[src/rtl/xbc_pkg.sv]
package xbc_pkg;
    localparam int CODE_W = 3;
    localparam int REM_W  = 4;

    typedef struct packed {
        logic [REM_W-1:0] rem;
        logic             active;
        logic             done;
    } cnt_state_t;

    typedef struct packed {
        logic [CODE_W-1:0] code;
    } reg_state_t;
endpackage

[src/rtl/xbc_wr_filter.sv]
module xbc_wr_filter
    import xbc_pkg::*;
#(
    parameter int DATA_W   = 8,
    parameter int PROT_BIT = 3
) (
    input  logic              wr_en_i,
    input  logic [DATA_W-1:0] wr_data_i,
    input  logic              fmt_i2c_i,
    input  logic              scl_level_i,
    input  logic              busy_i,
    output logic              accept_o,
    output logic [CODE_W-1:0] new_code_o
);
    logic guard_set;
    logic scl_block;

    always_comb begin
        new_code_o = wr_data_i[CODE_W-1:0];
        guard_set  = wr_data_i[PROT_BIT];
        scl_block  = scl_level_i && (new_code_o != '0);
        accept_o   = wr_en_i && !guard_set && fmt_i2c_i && !busy_i && !scl_block;
    end
endmodule

[src/rtl/xbc_len_codec.sv]
module xbc_len_codec
    import xbc_pkg::*;
(
    input  logic              fmt_i2c_i,
    input  logic [CODE_W-1:0] code_i,
    input  logic [REM_W-1:0]  rem_i,
    output logic [REM_W-1:0]  len_o,
    output logic [CODE_W-1:0] field_o
);
    localparam logic [REM_W-1:0] FULL_SYNC = REM_W'(1 << CODE_W);

    logic [REM_W-1:0] ack_bits;
    logic [REM_W-1:0] shifted;

    always_comb begin
        ack_bits = fmt_i2c_i ? REM_W'(1) : '0;
        if (code_i == '0) begin
            len_o = FULL_SYNC + ack_bits;
        end else begin
            len_o = REM_W'(code_i) + ack_bits;
        end
        shifted = rem_i - ack_bits;
        field_o = shifted[CODE_W-1:0];
    end
endmodule

[src/rtl/xbc_down_counter.sv]
module xbc_down_counter
    import xbc_pkg::*;
(
    input  logic             clk,
    input  logic             rst_n,
    input  logic             soft_rst_i,
    input  logic             start_i,
    input  logic             bit_done_i,
    input  logic [REM_W-1:0] load_len_i,
    output logic [REM_W-1:0] rem_o,
    output logic             active_o,
    output logic             frame_end_o,
    output logic             frame_done_o
);
    cnt_state_t st_d, st_q;
    logic       last_bit;

    always_comb begin
        st_d      = st_q;
        st_d.done = 1'b0;
        last_bit  = st_q.active && bit_done_i && (st_q.rem <= REM_W'(1));
        if (soft_rst_i) begin
            st_d = '0;
        end else if (st_q.active) begin
            if (last_bit) begin
                st_d.rem    = '0;
                st_d.active = 1'b0;
                st_d.done   = 1'b1;
            end else if (bit_done_i) begin
                st_d.rem = st_q.rem - REM_W'(1);
            end
        end else if (start_i) begin
            st_d.rem    = load_len_i;
            st_d.active = (load_len_i != '0);
        end
        frame_end_o = last_bit && !soft_rst_i;
    end

    always_ff @(posedge clk or negedge rst_n) begin
        if (!rst_n) begin
            st_q <= '0;
        end else begin
            st_q <= st_d;
        end
    end

    assign rem_o        = st_q.rem;
    assign active_o     = st_q.active;
    assign frame_done_o = st_q.done;


    done_pulse_chk: assert property (@(posedge clk) disable iff (!rst_n)
        frame_done_o |=> !frame_done_o);


    soft_clear_chk: assert property (@(posedge clk) disable iff (!rst_n)
        soft_rst_i |=> (rem_o == '0 && !active_o && !frame_done_o));


    step_down_chk: assert property (@(posedge clk) disable iff (!rst_n)
        (active_o && bit_done_i && rem_o > REM_W'(1) && !soft_rst_i)
            |=> (rem_o == $past(rem_o) - REM_W'(1)));


    idle_hold_chk: assert property (@(posedge clk) disable iff (!rst_n)
        (!active_o && !start_i) |=> (!active_o && rem_o == '0));
endmodule

[src/rtl/xfer_bit_counter.sv]
module xfer_bit_counter
    import xbc_pkg::*;
#(
    parameter int DATA_W   = 8,
    parameter int PROT_BIT = 3
) (
    input  logic              clk,
    input  logic              rst_n,
    input  logic              soft_rst_i,
    input  logic              fmt_i2c_i,
    input  logic              scl_level_i,
    input  logic              wr_en_i,
    input  logic [DATA_W-1:0] wr_data_i,
    input  logic              start_i,
    input  logic              bit_done_i,
    output logic [CODE_W:0]   rd_data_o,
    output logic              frame_done_o
);
    reg_state_t        rg_d, rg_q;
    logic              accept;
    logic [CODE_W-1:0] new_code;
    logic [REM_W-1:0]  load_len;
    logic [REM_W-1:0]  rem;
    logic [CODE_W-1:0] run_field;
    logic              active;
    logic              frame_end;
    logic              busy;

    assign busy = active || start_i;

    xbc_wr_filter #(.DATA_W(DATA_W), .PROT_BIT(PROT_BIT)) i_filter (
        .wr_en_i     (wr_en_i),
        .wr_data_i   (wr_data_i),
        .fmt_i2c_i   (fmt_i2c_i),
        .scl_level_i (scl_level_i),
        .busy_i      (busy),
        .accept_o    (accept),
        .new_code_o  (new_code)
    );

    xbc_len_codec i_codec (
        .fmt_i2c_i (fmt_i2c_i),
        .code_i    (rg_q.code),
        .rem_i     (rem),
        .len_o     (load_len),
        .field_o   (run_field)
    );

    xbc_down_counter i_counter (
        .clk          (clk),
        .rst_n        (rst_n),
        .soft_rst_i   (soft_rst_i),
        .start_i      (start_i),
        .bit_done_i   (bit_done_i),
        .load_len_i   (load_len),
        .rem_o        (rem),
        .active_o     (active),
        .frame_end_o  (frame_end),
        .frame_done_o (frame_done_o)
    );

    always_comb begin
        rg_d = rg_q;
        if (soft_rst_i || frame_end) begin
            rg_d.code = '0;
        end else if (accept) begin
            rg_d.code = new_code;
        end
    end

    always_ff @(posedge clk or negedge rst_n) begin
        if (!rst_n) begin
            rg_q <= '0;
        end else begin
            rg_q <= rg_d;
        end
    end

    assign rd_data_o = {1'b1, (active ? run_field : rg_q.code)};


    guard_hold_chk: assert property (@(posedge clk) disable iff (!rst_n)
        (wr_en_i && wr_data_i[PROT_BIT] && !active && !start_i && !soft_rst_i)
            |=> $stable(rg_q.code));


    sync_ignore_chk: assert property (@(posedge clk) disable iff (!rst_n)
        (wr_en_i && !fmt_i2c_i && !active && !start_i && !soft_rst_i)
            |=> $stable(rg_q.code));


    scl_hold_chk: assert property (@(posedge clk) disable iff (!rst_n)
        (wr_en_i && fmt_i2c_i && scl_level_i && wr_data_i[CODE_W-1:0] != '0
         && !active && !start_i && !soft_rst_i) |=> $stable(rg_q.code));


    end_clear_chk: assert property (@(posedge clk) disable iff (!rst_n)
        frame_done_o |-> (rd_data_o[CODE_W-1:0] == '0));
endmodule

[config.mk]
export PLATFORM = sky130hd
export DESIGN_NAME = xfer_bit_counter
export DESIGN_NICKNAME = d
export VERILOG_FILES = /design/src/rtl/xbc_pkg.sv /design/src/rtl/xbc_wr_filter.sv /design/src/rtl/xbc_len_codec.sv /design/src/rtl/xbc_down_counter.sv /design/src/rtl/xfer_bit_counter.sv
export SDC_FILE = /design/constraint.sdc
export NUM_CORES = 1
export LEC_CHECK = 0
export ABC_AREA = 0
export BUFFER_PORTS_ARGS = -buffer_cell sky130_fd_sc_hd__clkbuf_2
export CAP_MARGIN = 20
export CORE_MARGIN = 10
export CORE_UTILIZATION = 49
export DETAILED_ROUTE_END_ITERATION = 7
export PLACE_DENSITY = 0.76
export RECOVER_POWER = 100
export SLEW_MARGIN = 25
export SYNTH_ARGS = -nofsm -noshare
export SYNTH_HDL_FRONTEND = slang
export SYNTH_SLANG_ARGS = --single-unit
[constraint.sdc]
create_clock -name clk -period 2.1 [get_ports clk]
set_input_delay 0.105 -clock clk [delete_from_list [all_inputs] [get_ports clk]]
set_output_delay 0.105 -clock clk [all_outputs]
set_load 0.005 [all_outputs]
# Word-level counts from Yosys, hierarchy flattened
# Index checks and enable logic that the tools add are counted.
# Widths: inputs -> output; s select.
totals:
  reg_bits: 9
  in_bits: 16
  out_inout_bits: 5
  word_cells: 42
op_classes:
  n_addsub: 4
  n_lt_le_gt_ge: 1
  eq_ne: 1
  mux: 12
  reduce_logical: 20
op_table:
  columns: ["cell", "n"]
  rows:
  - ["$mux 4", 3]
  - ["$mux 5", 2]
  - ["$mux 3", 3]
  - ["$logic_and 1x1->1", 8]
  - ["$mux 6", 1]
  - ["$reduce_bool 3->1", 2]
  - ["$add 3x4->4", 1]
  - ["$add 4x4->4 const A", 1]
  - ["$le 4x1->1 const B", 1]
  - ["$logic_not 1->1", 4]
  - ["$ne 4x4->1 const B", 1]
  - ["$reduce_bool 4->1", 1]
  - ["$sub 4x1->4 const B", 1]
  - ["$logic_not 3->1", 1]
  - ["$sub 3x3->3", 1]
  - ["$logic_or 1x1->1", 2]
  - ["$mux 1", 2]
  - ["$mux 2", 1]
  - ["$reduce_and 2->1", 1]
  - ["$reduce_bool 2->1", 1]

# Depth between registers and ports, before layout
depth:
  depth_word: 7
  depth_mapped: 6
  depth_no_buf: 6

# By module
# From an unflattened synthesis, not the netlist that was laid out.
unflattened:
  hier_cells: 81
  area_unflattened_um2: 750.7
modules_own_cells:
  columns: ["module", "n_inst", "cells_each", "area_each_um2", "seq_area_each_um2"]
  rows:
  - ["xbc_down_counter", 1, 44, 399.1, 150.1]
  - ["xfer_bit_counter", 1, 15, 171.4, 75.1]
  - ["xbc_len_codec", 1, 16, 132.6, 0.0]
  - ["xbc_wr_filter", 1, 6, 47.5, 0.0]

# Least setup slack after synthesis
# No wires, ideal clock.
synth_path:
  kind: "register to register"
  startpoint: "reg i_counter.st_q (netlist bit i_counter.rem_o[0])"
  endpoint: "reg i_counter.st_q (netlist bit i_counter.rem_o[3])"
  setup_ps: 94
  t_arrival_ps: 1478
  required_time_ps: 2006
  setup_slack_ps: 528
  stages_incl_launch_ff: 7
  n_path_buf: 0
  period_less_slack_ps: 1572
  cell_sequence: "dfrtp_1 inv_1 ha_1 nor2_1 nor4_4 o31a_1 a211oi_1"
synth_between:
  elab_chain_len: 5
  elab_cells_between_ends: 9
  cone_classes: "1 x add/sub; 1 x order compare; 1 x eq/ne; 4 x mux; 2 x reduce/logical"
synth_lines:
  columns: ["item", "line_no", "text"]
  rows:
  - ["start, declared", "xbc_down_counter.sv:15", "cnt_state_t st_d, st_q;"]
  - ["start signal, assigned", "xbc_down_counter.sv:43", "st_q <= st_d;"]
  - ["$sub 4x1->4 or $le 4x1->1 (tied branches)", "xbc_down_counter.sv:30, xbc_down_counter.sv:21", null]
  - ["$mux 4 or $logic_and 1x1->1 (tied branches)", "xbc_down_counter.sv:29, xbc_down_counter.sv:21", null]
  - ["$mux 4", "xbc_down_counter.sv:25", "if (last_bit) begin"]
  - ["$mux 5", "xbc_down_counter.sv:24", "end else if (st_q.active) begin"]
  - ["$mux 6", "xbc_down_counter.sv:22", "if (soft_rst_i) begin"]
# Several ways; a longest one is shown, not always the timed one. The select of a mux whose other input is x is not followed.
# A chain may end at the register's enable or synchronous reset.

# Worst setup path after layout
layout_path:
  startpoint: "reg i_counter.st_q (netlist bit i_counter.rem_o[0])"
  endpoint: "reg i_counter.st_q (netlist bit i_counter.rem_o[2])"
# The elaborated chain is that of the path after synthesis.

==> flow_summary_export.csv <==
group,metric,value,unit
sta,fin_worst_skew,0.001942,ns
layout,num-fill-cells,138,
synth,ys_ff_latch,9,
detailed_routing,routed_wl,1.532,mm
synth,ys.flop_type,"dfrtp_1",
floorplan,core_area,1350,um^2
synth,yosysWarnings,0,
synth,yosys.cell_types.count,34,
placement,place.gp.congestion,0.8639,
synth,async_flop_share,100.0,%
layout,n_antenna_cell,0,
clocking,cts_tree,"built",
detailed_routing,viasPerCell,5.800,
sta,min_period_over_period,84.27,%
layout,final_layout_size_suffix_gt1_share,21.05,%
global_routing,antenna_found_initial,0,
flow_run,maxCapViolations,0,
global_routing,globalRouteOverflowTotal,0,
detailed_routing,drt_iter0_markers,11,
synth,yosysTopAreaCell,"dfrtp_1",
clocking,cts_buffers,3,
critical_path,end_kind,"flip-flop",
detailed_routing,drtAntennaViolNets,0,
layout,syn_to_final_growth,13.04,%
clocking,cts_setup_buffers,0,
layout,finish.instance_area,813.3,um^2
hold_path,hold_path.class,"in2reg",
synth,synth_top_area_share,31.30,%
placement,placed_area,794.5,um^2
critical_path,rrSetupSlack,0.33,ns
global_routing,grt_pass1_vias,659,
sta,hold_viol_final,0,
clocking,clk_path_buf_depth,2,
synth,syn_inst,78,
detailed_routing,routedWlPerCell,13.93,um
synth,ys_seq_area_share,31.30,%
floorplan,initial_core_util,53.29,%
sta,slew_viol_final,0,
detailed_routing,vias,638,
layout,finalNonFillerCells,110,
detailed_routing,dr.pass1.iters,4,
synth,syn-num-nets,100,
pwr,p_leak,0.3738,nW
clocking,clk_latency,0.25,ns
placement,placement.io_buffers,15,
sta,min_period,1.770,ns
floorplan,chipWidth,58.32,um
clocking,root_buffer,"clkbuf_4",
critical_path,cp.required,2.29,ns
detailed_routing,drc,0,
layout,layout_common_cells,"clkbuf_2, nor2_1, dfrtp_1",
synth,synth.cell_area,719.4,um^2
clocking,cts-htree-levels,1,
pwr,ir_drop,0.0003783,V
critical_path,worstSetupStartpointType,"flip-flop",
placement,dp_cells,105,
synth,yosys-top-cells-area,"dfrtp_1, ha_1, nor2_1, mux2i_1, a211oi_1",
critical_path,critPathMaxFanout,5,
sta,finalSetupTns,0,ns
global_routing,grt_pass1_wl,2.787,mm
placement,hpwl,1.271,mm
outcome,status,"completed",
sta,setup_viol,0,
floorplan,die_area,3401,um^2
layout,nets,118,
floorplan,io_pins,21,
floorplan,dieHeight,58.32,um
sta,rsz0062_at_grt,"false",
layout,multi_input_area,446.7,um^2
global_routing,track_usage,9.752,%
clocking,clk_transition_reported_paths,0.06,ns
layout,register_area,225.2,um^2
critical_path,worstPathArrival,1.96,ns
layout,mostFrequentLayoutCell,"clkbuf_2",
synth,synth-edff-count,0,
critical_path,criticalPathCategory,"reg2reg",
synth,avgSynthCellArea,9.224,um^2
pwr,powerDensity,554.6,nW/um^2
global_routing,grt_max_degree,14,
clocking,cts.sinks,9,
floorplan,rows,13,
sta,clock.fmax,565.1,MHz
==> power breakdown <==
| group | leakage (nW) | switching (mW) | internal (mW) | total [mW] |
|---|---|---|---|---|
| clock network | 0.0150 | 0.0575 | 0.0730 | 0.131 |
| logic | 0.237 | 0.0607 | 0.0565 | 0.117 |
| registers | 0.122 | 0.0201 | 0.183 | 0.203 |
| total | 0.374 | 0.138 | 0.313 | 0.451 |
==> cell usage after synthesis (2+ instances only) <==
master,n
a21oi_1,5
ha_1,6
nand2_1,2
buf_4,2
a211oi_1,4
mux2i_1,3
nand2b_1,3
nor3_1,5
inv_1,4
nor2b_1,3
xnor2_1,2
nor2_1,9
dfrtp_1,9
==> flip-flops by register name (all words and copies together) (netlist names) <==
register and count:
i_counter.rem_o 4, rg_q 3, i_counter.active_o 1, i_counter.frame_done_o 1
==> cell type report <==
cell class,count,share of cell area [%]
clock buffers,4,3.231
inverters,4,1.846
multi-input cells,62,54.92
flip-flops and latches,9,27.69
well taps,15,2.308
repair buffers,16,10.00
==> path summary, 6_finish.rpt <==
kind                       cells past startpoint                from            endpoint
setup / recovery                               6  i_counter.rem_o[0]  i_counter.rem_o[2]
hold / removal                                 2             start_i  i_counter.rem_o[0]
setup reg to reg                               6  i_counter.rem_o[0]  i_counter.rem_o[2]
hold reg to reg                                2  i_counter.rem_o[3]  i_counter.rem_o[3]
max in group asynchronous                      2               rst_n             rg_q[0]
min in group asynchronous                      2               rst_n  i_counter.rem_o[2]
==> cells by family after synthesis <==
kind of cell | count (synthesis) | synth area share, %
buffers and inverters | 7 | 4.694
xor gates and xnor gates | 2 | 2.435
AOI/OAI and AO/OA | 19 | 20.35
and+or+nand+nor | 30 | 24.00
adders and majority gates | 6 | 10.43
DFF | 9 | 31.30
muxes | 4 | 6.260
other | 1 | 0.5212
==> per-stage QoR <==
step	power (mW)	hold WS (ns)	util (%)	setup slack (ns)
6_report	0.4510	0.05970	60.24	0.3304
5_1_grt	0.4846	0.07682	60.24	0.1657
4_1_cts	0.4637	0.05417	61.54	0.3235
3_3_place_gp	0.3258	-0.03029	58.85	0.3904
3_5_place_dp	0.3297	-0.02859	58.85	0.3401
2_1_floorplan	0.2921	-0.1906	-	0.5276
==> layer usage <==
layer,track usage [%],vias to the layer above,wire [um]
met5,0,-,0
met4,3.020,0,14
met3,3.648,2,108
met2,16.39,23,737
met1,11.10,295,672
li1,-,318,-
==> critical path, cell delays in order (launching register included) <==
cell       delay [ns]
dfrtp_1          0.44
inv_1            0.09
ha_1             0.23
nor2_1           0.28
o41ai_1          0.14
a2111oi_0        0.38
or2_0            0.16
==> timing repair <==
item / CTS / global route
endpoints found under the hold margin: 9 / 0
hold buffers: 1 / 0
resized for setup: 0 / 0
No activity file was read; power rests on OpenSTA's default activity.
